File: config.mk
export PLATFORM = sky130hd
export DESIGN_NAME = blit_param_regs
export DESIGN_NICKNAME = d
export VERILOG_FILES = /design/src/rtl/blit_param_regs.sv
export SDC_FILE = /design/constraint.sdc
export NUM_CORES = 1
export LEC_CHECK = 0
export ABC_AREA = 0
export BUFFER_PORTS_ARGS = -buffer_cell sky130_fd_sc_hd__buf_2
export CAP_MARGIN = 10
export CORE_UTILIZATION = 25
export DETAILED_ROUTE_END_ITERATION = 6
export GPL_TIMING_DRIVEN = 0
export PLACE_DENSITY = 0.48
export SLEW_MARGIN = 20
export SYNTH_ARGS = -nofsm -noshare
export SYNTH_HDL_FRONTEND = slang
export SYNTH_SLANG_ARGS = --single-unit
File: constraint.sdc
create_clock -name clk -period 2.15 [get_ports clk]
set_clock_uncertainty 0.2 [all_clocks]
set_input_delay 0.43 -clock clk [delete_from_list [all_inputs] [get_ports clk]]
set_output_delay 0.43 -clock clk [all_outputs]
set_load 0.01 [all_outputs]
File: src/rtl/blit_param_regs.sv
module blit_param_regs #(
  parameter logic [7:0] NEW_GEN_ID = 8'hA8,
  parameter int WID_NEW  = 13,
  parameter int WID_OLD  = 11,
  parameter int HGT_W    = 10,
  parameter int ADDR_NEW = 22,
  parameter int ADDR_OLD = 21,
  parameter int START_BIT = 1
) (
  input  logic                clk,
  input  logic                rst_n,
  input  logic [7:0]          chip_id,
  input  logic                mm_we,
  input  logic [7:0]          mm_off,
  input  logic [7:0]          mm_data,
  input  logic                ix_we,
  input  logic [7:0]          ix_idx,
  input  logic [7:0]          ix_data,
  input  logic                eng_done,
  output logic [31:0]         bg_color,
  output logic [31:0]         fg_color,
  output logic [WID_NEW-1:0]  width,
  output logic [HGT_W-1:0]    height,
  output logic [15:0]         dst_pitch,
  output logic [15:0]         src_pitch,
  output logic [ADDR_NEW-1:0] dst_addr,
  output logic [ADDR_NEW-1:0] src_addr,
  output logic [7:0]          mode,
  output logic                start_pulse,
  output logic                busy
);
  localparam logic [7:0] WHI_NEW = 8'((1 << (WID_NEW - 8)) - 1);
  localparam logic [7:0] WHI_OLD = 8'((1 << (WID_OLD - 8)) - 1);
  localparam logic [7:0] HHI     = 8'((1 << (HGT_W - 8)) - 1);
  localparam logic [7:0] AHI_NEW = 8'((1 << (ADDR_NEW - 16)) - 1);
  localparam logic [7:0] AHI_OLD = 8'((1 << (ADDR_OLD - 16)) - 1);
  localparam logic [7:0] OFF_MODE = 8'h18;
  localparam logic [7:0] OFF_CTL  = 8'h1A;

  logic       newer;
  logic       wr_en;
  logic [7:0] wr_off, wr_dat;
  logic       start_req;
  logic [7:0] w_hi, a_hi, h_hi;

  assign newer = (chip_id >= NEW_GEN_ID);
  assign w_hi  = wr_dat & (newer ? WHI_NEW : WHI_OLD);
  assign a_hi  = wr_dat & (newer ? AHI_NEW : AHI_OLD);
  assign h_hi  = wr_dat & HHI;
  assign start_req = wr_en && (wr_off == OFF_CTL) && wr_dat[START_BIT] && !busy;

  always_comb begin
    wr_en  = 1'b0;
    wr_off = 8'h00;
    wr_dat = mm_data;
    if (mm_we) begin
      wr_en  = 1'b1;
      wr_off = mm_off;
    end else if (ix_we) begin
      wr_dat = ix_data;
      wr_en  = 1'b1;
      case (ix_idx)
        8'h00:   wr_off = 8'h00;
        8'h01:   wr_off = 8'h04;
        8'h10:   wr_off = 8'h01;
        8'h11:   wr_off = 8'h05;
        8'h12:   wr_off = 8'h02;
        8'h13:   wr_off = 8'h06;
        8'h14:   wr_off = 8'h03;
        8'h15:   wr_off = 8'h07;
        8'h20:   wr_off = 8'h08;
        default: wr_en  = 1'b0;
      endcase
    end
  end

  always_ff @(posedge clk or negedge rst_n) begin
    if (!rst_n) begin
      bg_color  <= '0;
      fg_color  <= '0;
      width     <= '0;
      height    <= '0;
      dst_pitch <= '0;
      src_pitch <= '0;
      dst_addr  <= '0;
      src_addr  <= '0;
      mode      <= '0;
    end else if (wr_en) begin
      case (wr_off)
        8'h00: bg_color[7:0]   <= wr_dat;
        8'h01: bg_color[15:8]  <= wr_dat;
        8'h02: if (newer) bg_color[23:16] <= wr_dat;
        8'h03: if (newer) bg_color[31:24] <= wr_dat;
        8'h04: fg_color[7:0]   <= wr_dat;
        8'h05: fg_color[15:8]  <= wr_dat;
        8'h06: if (newer) fg_color[23:16] <= wr_dat;
        8'h07: if (newer) fg_color[31:24] <= wr_dat;
        8'h08: width[7:0]      <= wr_dat;
        8'h09: width           <= {w_hi[WID_NEW-9:0], width[7:0]};
        8'h0A: height[7:0]     <= wr_dat;
        8'h0B: height          <= {h_hi[HGT_W-9:0], height[7:0]};
        8'h0C: dst_pitch[7:0]  <= wr_dat;
        8'h0D: dst_pitch[15:8] <= wr_dat;
        8'h0E: src_pitch[7:0]  <= wr_dat;
        8'h0F: src_pitch[15:8] <= wr_dat;
        8'h10: dst_addr[7:0]   <= wr_dat;
        8'h11: dst_addr[15:8]  <= wr_dat;
        8'h12: dst_addr        <= {a_hi[ADDR_NEW-17:0], dst_addr[15:0]};
        8'h14: src_addr[7:0]   <= wr_dat;
        8'h15: src_addr[15:8]  <= wr_dat;
        8'h16: src_addr        <= {a_hi[ADDR_NEW-17:0], src_addr[15:0]};
        OFF_MODE: mode         <= wr_dat;
        default: ;
      endcase
    end
  end

  always_ff @(posedge clk or negedge rst_n) begin
    if (!rst_n) begin
      start_pulse <= 1'b0;
      busy        <= 1'b0;
    end else begin
      start_pulse <= start_req;
      if (start_req)     busy <= 1'b1;
      else if (eng_done) busy <= 1'b0;
    end
  end

  assert_pulse_single_R11: assert property (@(posedge clk) disable iff (!rst_n)
    start_pulse |=> !start_pulse);

  assert_pulse_busy_R11: assert property (@(posedge clk) disable iff (!rst_n)
    start_pulse |-> busy);

  assert_busy_clear_R12: assert property (@(posedge clk) disable iff (!rst_n)
    $fell(busy) |-> $past(eng_done));

  assert_width_old_R4: assert property (@(posedge clk) disable iff (!rst_n)
    $past(mm_we && mm_off == 8'h09 && chip_id < NEW_GEN_ID)
      |-> width[WID_NEW-1:WID_OLD] == '0);

  assert_old_colour_R3: assert property (@(posedge clk) disable iff (!rst_n)
    $past(mm_we && mm_off == 8'h02 && chip_id < NEW_GEN_ID)
      |-> bg_color[31:16] == $past(bg_color[31:16]));

  assert_height_hi_R5: assert property (@(posedge clk) disable iff (!rst_n)
    $past(mm_we && mm_off == 8'h0B && mm_data == 8'hFF) |-> height[HGT_W-1:8] == '1);
endmodule

==> results summary <==
The congestion estimate from routability-driven global placement came to 0.727. By instance count, the cell type seen most on the critical path is sky130_fd_sc_hd__buf_6. The final design instance area without fill came out at ~10000 µm².

The total number of vias is ~4800. A synthesized cell averages ~15 µm². The post-DP HPWL came out at 15000 µm. The critical path is of the in -> reg type. The average routed wire per standard cell came out at ~20 µm.

STA classifies the critical path startpoint as an input pin. The area taken by multi-input logic gates came out at between 2000 and 3000 µm². The number of buffers and inverters on the critical path came out at 3.

The number of sinks driven by the clock tree is 173. The cell area reported after detailed placement came out at 8600 µm². The slowest stage of the critical path belongs to the cell sky130_fd_sc_hd__or4b_4. Timing would allow up to ~0.42 GHz.

The clock reaches the later pin of the worst-skew pair after around 0.42 ns. Leaving out filler cells and counting taps, the final layout contains about 1100. Fill cells in the final layout number roughly 2600. Setup repair after global routing could not meet its margin everywhere.

The critical path required time came out at between 2 and 2.5 ns. Port buffering added roughly 210 buffers. The sum of internal, switching and leakage power is approximately 7800 µW.

The row count came out at 60. For this run, the leading register cell type out of synthesis is sky130_fd_sc_hd__dfrtp_1. The number of levels in the clock H-tree is 4.

The core area is roughly 27000 µm². On the critical path the largest part of the delay comes from simple AND/OR/NAND/NOR gates. Using the TritonRoute via totals, the vias-per-cell ratio works out to 4.47. The fraction of final layout cells with drive strength greater than 1 came out at a little over two thirds.

The synthesized cell area is 6910 µm². The cell at the root of the clock tree is sky130_fd_sc_hd__clkbuf_16. In this run the worst hold path is classified as in -> reg.

The longest individual stage delay on the worst path came out at around 0.52 ns. The register bit total from synthesis came out at between 150 and 200. The final number of max-transition violations is 0. In this run the most critical hold path is launched from eng_done. The height of the die came out at 168 µm. The maximum number of pins on one net before global-route repair is between 80 and 90.

The post-CTS clock slew at the launch and capture registers of the worst setup and hold paths is around 0.07 ns. In this run the static leakage power is 0.00538 µW. The final count of hold timing violations was 0.

The worst slew slack as a fraction of its limit is 49.6%. The number of nets in the final layout is about 760. The data arrival time at the worst-slack endpoint is 2.50 ns. Power spread over the standard cell area amounts to roughly 780 nW/µm². The final layout contains routed wiring with a total length of ~22000 µm.

The most critical setup path has its startpoint at mm_off[5]. The number of enable-type register cells in the synthesized netlist came out at 0. The initial antenna violation count came to 4. The count of final setup violators came out at 116. The die span in x came out at about 170 µm. The number of max-cap violations came out at 0.

The starting density of the core came out at 25.6%. Walking the worst path, the cells encountered are buf_6 -> or3_4 -> or4b_4 -> a22oi_2 -> nand2_2 -> buf_6 -> nor2_4 -> buf_12 -> mux2_4. After detailed placement, the design holds a cell count of ~1000. The final core utilization is between 30% and 40%.

The checks that failed: negative setup slack. The count of warnings emitted by yosys came out at 0. The startpoint identified for the worst register-to-register timing path is busy.

The detail route stage leaves a number of antenna-violating nets equal to 0. The area growth from synthesis to layout came out at 45.3%. The number of top-level design ports came out at 218. Leaving out fill and tap cells, the most frequent cell in the layout is sky130_fd_sc_hd__buf_2.

The maximum clock path buffer count came out at 2. Counting flops with an async set or reset pin after synthesis yields a share of 100%. The largest voltage drop on the vdd net is 0.000409 V. The final critical path time including I/O delays and setup came out at around 2.4 ns. The post-layout worst setup margin came out at -0.250 ns. Sequential cells were found to cover between 60% and 70% of the synthesized design area. The final critical-path share of the clock period is 112%. The number of cells produced by synthesis came out at roughly 450.

The overall die area is approximately 28000 µm². The worst reg-to-reg setup slack is between 0.8 and 0.9 ns. The net count of the mapped netlist came out at 496.

The first-pass iteration count of the detailed router is 4. Leaving out fill and tap cells, the most frequent cells in the layout are sky130_fd_sc_hd__buf_2, sky130_fd_sc_hd__dfrtp_1, sky130_fd_sc_hd__mux2_2, sky130_fd_sc_hd__mux2_4, sky130_fd_sc_hd__buf_4. The detailed router finished its first iteration with 180 violations.

The slew at the pin closest to its max-slew limit is between 0.7 and 0.8 ns. The peak fanout along the critical path is 8. The TritonCTS clock tree is yes. The flow ran to the end, but the final reports show violations. The unique cell type count in the Yosys netlist came out at 42.

Summed over all layers, the global routing overflow is 0. The worst setup path is captured at a register. The first-pass GRT wire length came out at approximately 32000 µm. The number of global-route vias before repair is 5220. The global routing usage summed across all routing layers came out at 15.5%.

The post-route DRC violation count is 0. Registers take 4330 µm². The number of buffers added by the clock tree synthesis step is 17.

The final-layout setup total negative slack is -13.86 ns.
[final timing paths]
| check | end | depth (start not counted) |
|---|---|---|
| worst min register to register | fg_color[3] | 1 |
| max in group asynchronous | mode[1] | 3 |
| worst min-delay path | busy | 3 |
| worst max register to register | busy | 2 |
| min in group asynchronous | bg_color[29] | 2 |
| worst max-delay path | fg_color[10] | 9 |
[power breakdown]
part,switching (µW),total (µW),internal [µW]
Combinational,543,1020,474
Clock,1420,3220,1790
Sequential,116,3590,3470
Total,2080,7820,5740
[synthesized netlist by cell type, types with 2 or more instances]
master | number | area share [%]
sky130_fd_sc_hd__nor4_1 | 2 | 0.18
sky130_fd_sc_hd__clkbuf_1 | 17 | 0.92
sky130_fd_sc_hd__o21ai_0 | 5 | 0.36
sky130_fd_sc_hd__nor2_1 | 5 | 0.27
sky130_fd_sc_hd__nand3_1 | 2 | 0.14
sky130_fd_sc_hd__nor2_2 | 5 | 0.45
sky130_fd_sc_hd__buf_1 | 2 | 0.11
sky130_fd_sc_hd__nor3_1 | 2 | 0.14
sky130_fd_sc_hd__inv_1 | 3 | 0.16
sky130_fd_sc_hd__buf_2 | 2 | 0.14
sky130_fd_sc_hd__nand4_1 | 8 | 0.72
sky130_fd_sc_hd__nand2_1 | 13 | 0.71
sky130_fd_sc_hd__nor2b_1 | 5 | 0.45
sky130_fd_sc_hd__dfrtp_1 | 173 | 63
sky130_fd_sc_hd__a21o_1 | 2 | 0.22
sky130_fd_sc_hd__and2_1 | 2 | 0.18
sky130_fd_sc_hd__o21a_1 | 2 | 0.22
sky130_fd_sc_hd__and3_1 | 2 | 0.18
sky130_fd_sc_hd__mux2_2 | 175 | 29
sky130_fd_sc_hd__a21oi_1 | 2 | 0.14
[kinds of logic after synthesis]
logic type / share of synthesized area, %
xor gates and xnor gates: 0.127
buffers and inverters: 1.45
AOI/OAI and AO/OA: 2.17
DFF: 62.6
and+or+nand+nor: 4.80
muxes: 28.8
[metal layers]
metal,wire length (µm),GRT usage [%]
met3,1240,4.14
met4,210,4.39
met1,9530,20.2
met2,10600,25.3
met5,26,0
[registers in the layout, summed over array words and instances, names as in the netlist]
| name | cells |
|---|---|
| mode | 8 |
| dst_pitch | 16 |
| height | 10 |
| src_pitch | 16 |
| fg_color | 32 |
| start_pulse | 1 |
| width | 13 |
| bg_color | 32 |
| src_addr | 22 |
| busy | 1 |
| dst_addr | 22 |
[layout make-up]
type                       instances  share of cell area, %
inverter                           3                  0.112
clock inverter                    14                   1.72
multi-input combinational        253                   29.7
timing repair buffer             254                   15.7
clock buffer                      18                   4.37
tap                              341                   4.25
antenna                            2                 0.0498
buffer                            17                  0.997
sequential                       173                   43.1
[metrics by stage]
| stage | hold WS, ns | setup WS, ns |
|---|---|---|
| final | 0.0955 | -0.250 |
| after global routing | 0.0816 | -0.299 |
| after CTS | 0.0807 | -0.307 |
| after detailed placement | 0.281 | -1.00 |
| after global placement | 0.267 | -2.08 |
| after floorplan | -0.0656 | -0.537 |
[timing repair]
item / CTS / global route
hold buffers: 1 / 0
endpoints found under the setup margin: 170 / 162
buffers inserted: 31 / 7
resized for setup: 95 / 24
pin swaps: 25 / 17
endpoints found under the hold margin: 86 / 0
[worst register-to-register path, stage by stage, from the launching register on]
cell and delay [ns]:
sky130_fd_sc_hd__dfrtp_1 0.42, sky130_fd_sc_hd__nor4_1 0.45, sky130_fd_sc_hd__a21o_1 0.13
(Power assumes the default switching activity.)
